===== config.mk =====
export PLATFORM = sky130hd
export DESIGN_NAME = seg_addr_gen
export DESIGN_NICKNAME = d
export VERILOG_FILES = /design/src/rtl/seg_addr_pkg.sv /design/src/rtl/seg_bank.sv /design/src/rtl/seg_pick.sv /design/src/rtl/addr_sum.sv /design/src/rtl/seg_addr_gen.sv
export SDC_FILE = /design/constraint.sdc
export NUM_CORES = 1
export LEC_CHECK = 0
export BUFFER_PORTS_ARGS = -buffer_cell sky130_fd_sc_hd__buf_2
export CAP_MARGIN = 15
export CORE_ASPECT_RATIO = 0.75
export CORE_MARGIN = 3
export CORE_UTILIZATION = 35
export CTS_CLUSTER_DIAMETER = 100
export DETAILED_ROUTE_END_ITERATION = 12
export PLACE_DENSITY = 0.66
export SYNTH_ARGS = -nofsm -noshare
export SYNTH_HDL_FRONTEND = slang
export SYNTH_SLANG_ARGS = --single-unit

===== constraint.sdc =====
create_clock -name clk -period 2.5 [get_ports clk]
set_input_delay 0.5 -clock clk [delete_from_list [all_inputs] [get_ports clk]]
set_output_delay 0.5 -clock clk [all_outputs]
set_load 0.05 [all_outputs]

===== src/rtl/seg_addr_pkg.sv =====
package seg_addr_pkg;
  typedef enum logic [1:0] {
    ACC_FETCH = 2'b00,
    ACC_DATA  = 2'b01,
    ACC_ALT   = 2'b10,
    ACC_STACK = 2'b11
  } acc_kind_e;

  localparam int unsigned NUM_SEG   = 4;
  localparam int unsigned SEG_CODE  = 0;
  localparam int unsigned SEG_DATA  = 1;
  localparam int unsigned SEG_STACK = 2;
  localparam int unsigned SEG_EXTRA = 3;
endpackage


===== src/rtl/seg_bank.sv =====
module seg_bank #(
  parameter int unsigned SEG_W = 16,
  parameter int unsigned NSEG  = 4
) (
  input  logic                       clk,
  input  logic                       rst_n,
  input  logic [NSEG-1:0]            ld_en,
  input  logic [NSEG-1:0][SEG_W-1:0] ld_val,
  output logic [NSEG-1:0][SEG_W-1:0] seg_q
);
  for (genvar i = 0; i < NSEG; i++) begin : g_seg
    logic [SEG_W-1:0] seg_d;

    always_comb begin
      seg_d = seg_q[i];
      if (ld_en[i]) seg_d = ld_val[i];
    end

    always_ff @(posedge clk or negedge rst_n) begin
      if (!rst_n) seg_q[i] <= '0;
      else        seg_q[i] <= seg_d;
    end
  end
endmodule


===== src/rtl/seg_pick.sv =====
module seg_pick
  import seg_addr_pkg::*;
#(
  parameter int unsigned SEG_W = 16,
  parameter int unsigned NSEG  = 4
) (
  input  logic [1:0]                 kind,
  input  logic                       ovr,
  input  logic [NSEG-1:0][SEG_W-1:0] seg_q,
  output logic [SEG_W-1:0]           sel
);
  acc_kind_e kind_e;
  assign kind_e = acc_kind_e'(kind);

  always_comb begin
    unique case (kind_e)
      ACC_FETCH: sel = seg_q[SEG_CODE];
      ACC_DATA:  sel = ovr ? seg_q[SEG_EXTRA] : seg_q[SEG_DATA];
      ACC_ALT:   sel = seg_q[SEG_EXTRA];
      ACC_STACK: sel = seg_q[SEG_STACK];
      default:   sel = seg_q[SEG_CODE];
    endcase
  end
endmodule


===== src/rtl/addr_sum.sv =====
module addr_sum #(
  parameter int unsigned SEG_W  = 16,
  parameter int unsigned OFS_W  = 16,
  parameter int unsigned SHIFT  = 4,
  parameter int unsigned ADDR_W = 20
) (
  input  logic [SEG_W-1:0]  seg,
  input  logic [OFS_W-1:0]  ofs,
  output logic [ADDR_W-1:0] addr
);
  localparam int unsigned BASE_W = SEG_W + SHIFT;

  logic [BASE_W-1:0] base;
  assign base = {seg, {SHIFT{1'b0}}};
  // The sum is truncated to ADDR_W bits, which gives the modulo wrap.
  assign addr = base[ADDR_W-1:0] + ADDR_W'(ofs);
endmodule


===== src/rtl/seg_addr_gen.sv =====
module seg_addr_gen
  import seg_addr_pkg::*;
#(
  parameter int unsigned SEG_W = 16,
  parameter int unsigned OFS_W = 16,
  parameter int unsigned SHIFT = 4
) (
  input  logic                     clk,
  input  logic                     rst_n,
  input  logic                     code_ld,
  input  logic [SEG_W-1:0]         code_val,
  input  logic                     data_ld,
  input  logic [SEG_W-1:0]         data_val,
  input  logic                     stack_ld,
  input  logic [SEG_W-1:0]         stack_val,
  input  logic                     extra_ld,
  input  logic [SEG_W-1:0]         extra_val,
  input  logic                     req_valid,
  input  logic [1:0]               req_kind,
  input  logic                     req_override,
  input  logic [OFS_W-1:0]         req_offset,
  output logic                     addr_valid,
  output logic [OFS_W+SHIFT-1:0]   addr_out
);
  localparam int unsigned ADDR_W = OFS_W + SHIFT;

  // Reset is asserted asynchronously and released on a clock edge.
  logic [1:0] rst_sync;
  logic       rst_int_n;
  always_ff @(posedge clk or negedge rst_n) begin
    if (!rst_n) rst_sync <= 2'b00;
    else        rst_sync <= {rst_sync[0], 1'b1};
  end
  assign rst_int_n = rst_sync[1];

  logic [NUM_SEG-1:0]            ld_en;
  logic [NUM_SEG-1:0][SEG_W-1:0] ld_val;
  logic [NUM_SEG-1:0][SEG_W-1:0] seg_q;
  logic [SEG_W-1:0]              sel_seg;
  logic [ADDR_W-1:0]             sum;

  always_comb begin
    ld_en             = '0;
    ld_en[SEG_CODE]   = code_ld;
    ld_en[SEG_DATA]   = data_ld;
    ld_en[SEG_STACK]  = stack_ld;
    ld_en[SEG_EXTRA]  = extra_ld;
    ld_val            = '0;
    ld_val[SEG_CODE]  = code_val;
    ld_val[SEG_DATA]  = data_val;
    ld_val[SEG_STACK] = stack_val;
    ld_val[SEG_EXTRA] = extra_val;
  end

  seg_bank #(.SEG_W(SEG_W), .NSEG(NUM_SEG)) u_bank (
    .clk(clk), .rst_n(rst_int_n), .ld_en(ld_en), .ld_val(ld_val), .seg_q(seg_q)
  );

  seg_pick #(.SEG_W(SEG_W), .NSEG(NUM_SEG)) u_pick (
    .kind(req_kind), .ovr(req_override), .seg_q(seg_q), .sel(sel_seg)
  );

  addr_sum #(.SEG_W(SEG_W), .OFS_W(OFS_W), .SHIFT(SHIFT), .ADDR_W(ADDR_W)) u_sum (
    .seg(sel_seg), .ofs(req_offset), .addr(sum)
  );

  // Output stage: next-state logic, then the register.
  logic              vld_d;
  logic [ADDR_W-1:0] addr_d;
  always_comb begin
    vld_d  = req_valid;
    addr_d = addr_out;
    if (req_valid) addr_d = sum;
  end

  always_ff @(posedge clk or negedge rst_int_n) begin
    if (!rst_int_n) begin
      addr_valid <= 1'b0;
      addr_out   <= '0;
    end else begin
      addr_valid <= vld_d;
      addr_out   <= addr_d;
    end
  end
endmodule


; Word level (Yosys, flattened, before mapping)
; Cells that the tools add are included.
; Widths: inputs -> output; s select.
[word_totals]
in_bits = 90
out_inout_bits = 21
reg_bits = 87
wordCells = 14
[classes]
n_reduce_logical = 1
muxes = 2
add_sub_neg = 1
n_eq_ne = 3
[ops]
columns = operator, n
row1 = $pmux 16 s4, 1
row2 = $add 20x16->20, 1
row3 = $mux 16, 1
row4 = $eq 2x2->1 const B, 2
row5 = $eq 2x1->1 const B, 1
row6 = $logic_not 2->1, 1

; Logic depth before layout (Yosys ltp)
[logic_depth]
word_depth = 3
mapped_depth = 11
mapped_depth_nobuf = 10

; By module
; A second synthesis with hierarchy kept.
[unflattened]
cells_unflattened = 367
hier_area_um2 = 4922.2
[by_module_without_submodules]
columns = mod, seq_area_each_um2, area_per_inst_um2, instances, cells_each
row1 = seg_bank, 1601.5, 2597.5, 1, 136
row2 = seg_addr_gen, 575.6, 902.1, 1, 46
row3 = addr_sum, 0.0, 820.8, 1, 108
row4 = seg_pick, 0.0, 601.8, 1, 77

; Worst setup path after synthesis
; Ideal clock, no wire load.
[synth_path]
kind = input -> register
startpoint = in req_override
endpoint = reg addr_out[19]
setup_time_ps = 137
setup_slack_ps = -998
cell_stages = 11
required_time_ps = 2363
t_arrival_ps = 3362
n_path_buf = 2
path_cell_list = buf_6 -> clkbuf_1 -> mux2_2 -> mux4_2 -> ha_1 -> a211oi_1 -> o21ai_0 -> a2111oi_0 -> nor3_1 -> xnor2_1 -> a21oi_1
[synth_between]
elab_chain_len = 3
[synth_rtl]
columns = item, line
row1 = from (decl), seg_addr_gen.sv:20  ; input logic req_override,
row2 = $mux 16, seg_pick.sv:18  ; ACC_DATA: sel = ovr ? seg_q[SEG_EXTRA] : seg_q[SEG_DATA];
row3 = $pmux 16 s4, seg_pick.sv:16  ; unique case (kind_e)
row4 = $add 20x16->20, addr_sum.sv:16  ; assign addr = base[ADDR_W-1:0] + ADDR_W'(ofs);
row5 = to (signal assigned), seg_addr_gen.sv:82  ; addr_out <= addr_d;
row6 = to (decl), seg_addr_gen.sv:23  ; output logic [OFS_W+SHIFT-1:0] addr_out
; No other way between the ends.
; A chain may end at the register's enable or synchronous reset.

; Final worst setup path
[layout_path]
startpoint = reg u_bank.seg_q[16] (netlist name)
endpoint = reg addr_out[16]
[layout_between]
elab_chain_len = 3
[layout_rtl]
columns = item, line
row1 = from (decl), seg_bank.sv:9  ; output logic [NSEG-1:0][SEG_W-1:0] seg_q
row2 = "from (signal, indexed assignment)", seg_bank.sv:21  ; else seg_q[i] <= seg_d;
row3 = $mux 16, seg_pick.sv:18
row4 = $pmux 16 s4, seg_pick.sv:16
row5 = $add 20x16->20, addr_sum.sv:16
; No other way between the ends.

==> results.sh <==
export IMPL_status="complete, but fails checks"
export IMPL_violations="negative setup slack"
export IMPL_core_um2=11800
export IMPL_drtAntennaViolNets=0
export IMPL_grt_antenna_before_repair=0
export IMPL_final_setup_worst_slack_ns=-0.438
export IMPL_initial_core_util_pct=36.4
export IMPL_synth_area_top_cells="dfrtp_1, mux2_2, mux4_2, ha_1, a21oi_1"
export IMPL_yosysWarningCount=0
export IMPL_synth_avg_cell_area_um2=14.2
export IMPL_root_buffer="clkbuf_16"
export IMPL_critical_path_class="flip-flop to flip-flop"
export IMPL_arrival_ns=3.15
export IMPL_wire_per_inst_um=18.5
export IMPL_area_growth_syn_to_layout_pct=41.0
export IMPL_num_rows=34
export IMPL_top_usage_layer="met2"
export IMPL_syn_area_um2=4310
export IMPL_vias=3148
export IMPL_die_area_um2=13700
export IMPL_synth_edff_count=0
export IMPL_path_delay_family="multiplexers"
export IMPL_drive_gt1_share_pct=69.3
export IMPL_timing_critical_path_from_type="flip-flop"
export IMPL_cts_tree="yes"
export IMPL_io_pins=111
export IMPL_max_freq_mhz=340
export IMPL_crit_chain="mux2_4 > mux4_2 > ha_4 > fa_2 > a21o_1 > nand4_1 > a21oi_2 > o41ai_4 > xnor2_1 > mux2_4"
export IMPL_worstPathMaxFanout=2
export IMPL_power_leakage_nw=2.71
export IMPL_period_needed_ns=2.94
export IMPL_clk_transition_reported_paths_ns=0.07
export IMPL_yosysSeqAreaShare_pct=50.5
export IMPL_path_buf_inv=0
export IMPL_fin_crit_sh_pct=118
export IMPL_die_x_um=134
export IMPL_synth_flop_cell="dfrtp_1"
export IMPL_critPathMostFrequentCell="mux2_4"
export IMPL_skew_ns=0.0110
export IMPL_drv_cap=0
export IMPL_grt_overflow=0
export IMPL_grt_start_max_net_pins=52
export IMPL_required_ns=2.72
export IMPL_finalMaxSlewViolations=0
export IMPL_fp_dieH_um=102
export IMPL_post_synth_top_area_cell="dfrtp_1"
export IMPL_max_slew_margin_pct=64.5
export IMPL_fin_total_pwr_mw=4.71
export IMPL_grtUsageMet3_pct=4.82
export IMPL_dpl_cell_area_um2=5410
export IMPL_r2r_worst_path_cells=10
export IMPL_setup_viol=12
export IMPL_grt_pass1_vias=3392
export IMPL_grt_setup_unrepaired="true"
export IMPL_synth_cell_type_count=33
export IMPL_wirelength_um=11700
export IMPL_drcViolationCount=0
export IMPL_antenna_cells=0
export IMPL_async_flop_share_pct=100
export IMPL_postSynthCellCount=304
export IMPL_syn_nets=408
export IMPL_slowest_delay_ns=0.49
export IMPL_cts_sinks=87
export IMPL_viasPerCell=4.99
export IMPL_crit_cells=10
export IMPL_met1_usage_pct=23.3
export IMPL_slowest_stage="mux4_2"
export IMPL_yosys_cell_count_top_type="mux2_2"
export IMPL_use_met2_pct=28.9
export IMPL_design_area_um2=6080
export IMPL_grt_pass1_wl_um=18300
export IMPL_hpwl_um=8580
export IMPL_io_buffers=110
export IMPL_htreeDepth=3
export IMPL_clockBufferDepth=2
export IMPL_endpoint_kind="flip-flop"
export IMPL_tightestPinTransition_ns=0.532
export IMPL_hold_slack_ns=0.319
export IMPL_nNetsFinal=568
export IMPL_setup_tns_ns=-3.12
export IMPL_dr_pass1_iters=4
export IMPL_synthTopCellsByCount="mux2_2, dfrtp_1, mux4_2"
export IMPL_hp_class="flip-flop to async pin"
export IMPL_yosysTopAreaCellShare_pct=50.5
export IMPL_peakVddDrop_mv=0.348
export IMPL_drt_iter0_markers=133
export IMPL_finalHoldViolations=0
export IMPL_numCtsBuffers=9
export IMPL_grtUsageTotal_pct=17.7
export IMPL_preCtsSetupSlack_ns=-0.753
export IMPL_clk_latency_ns=0.34
export IMPL_gp_congestion=0.834
export IMPL_ys_seq_elements=87
export IMPL_power_per_cell_area_nw_per_um2=775
==> through the flow <==
| step | utilization (%) | cells |
|---|---|---|
| floorplan | - | 304 |
| global placement | 45.7 | 602 |
| detailed placement | 45.7 | 602 |
| CTS | 50.2 | 625 |
| global route | 51.4 | 631 |
| finish | 51.4 | 631 |
==> worst paths after layout <==
kind / slack [ns] / to / start
max in group asynchronous: 1.53 / u_bank.seg_q[15]$_DFFE_PN0P_ / rst_sync[1]$_DFF_PN0_
max reg2reg: -0.44 / addr_out[16]$_DFFE_PN0P_ / u_bank.seg_q[16]$_DFFE_PN0P_
min: 0.32 / addr_out[4]$_DFFE_PN0P_ / rst_sync[1]$_DFF_PN0_
max: -0.44 / addr_out[16]$_DFFE_PN0P_ / u_bank.seg_q[16]$_DFFE_PN0P_
min in group clk: 0.35 / rst_sync[1]$_DFF_PN0_ / rst_sync[0]$_DFF_PN0_
min reg2reg: 0.32 / addr_out[4]$_DFFE_PN0P_ / rst_sync[1]$_DFF_PN0_
==> layer usage <==
metal / up-vias / wire length [um]
li1: 1455 / -
met1: 1569 / 5210
met2: 110 / 5630
met3: 14 / 689
met4: 0 / 170
met5: - / 0
==> repair_timing <==
action,4_1_cts,5_1_grt
hold buffers,1,0
setup buffers,6,7
pin swaps,13,16
endpoints found under the setup margin,12,12
resized for setup,37,18
hold endpoints to repair,2,0
==> layout make-up <==
type	count	area (um^2)
multi-input cells	199	2350
inverters	2	7.51
well taps	162	203
repair buffers	165	1040
clock inverters	5	41.3
flip-flops and latches	87	2180
fillers	1040	5750
clock buffers	11	253
==> flip-flops by register name, summed over array words and instances, names as in the netlist <==
| register | flops |
|---|---|
| addr_out | 20 |
| addr_valid | 1 |
| u_bank.seg_q | 64 |
| rst_sync | 2 |
==> cells by family (layout without fill, tap and decap cells) <==
kind of cell               after synthesis  count (layout)  share of synthesized area, %
other                                    1               1                        0.0870
buffers and inverters                   18             183                          1.80
and+or+nand+nor                         27              27                          2.76
xor gates and xnor gates                10              10                          2.03
AOI/OAI and AO/OA                       38              38                          5.83
DFF                                     87              87                          50.5
adders and majority gates               14              14                          4.24
muxes                                  109             109                          32.7
==> cell usage in the layout, fill, tap and decap left out, types with 5 or more instances in the layout <==
cell type and count:
nand2_1 7, xnor2_1 5, a21oi_1 8, buf_4 46
clkbuf_16 9, dfrtp_1 86, mux4_2 16, mux2_2 85
a21oi_2 5, nor2_1 7, ha_4 8, mux2_4 8
buf_2 109, ha_1 5, o21ai_2 5
==> report_power, final <==
group / switching (mW) / total (mW) / internal, mW
sequential: 0.131 / 1.75 / 1.61
combinational: 0.917 / 1.67 / 0.754
clock: 0.558 / 1.29 / 0.735
total: 1.61 / 4.71 / 3.10
Power figures use the tool's default switching activity.
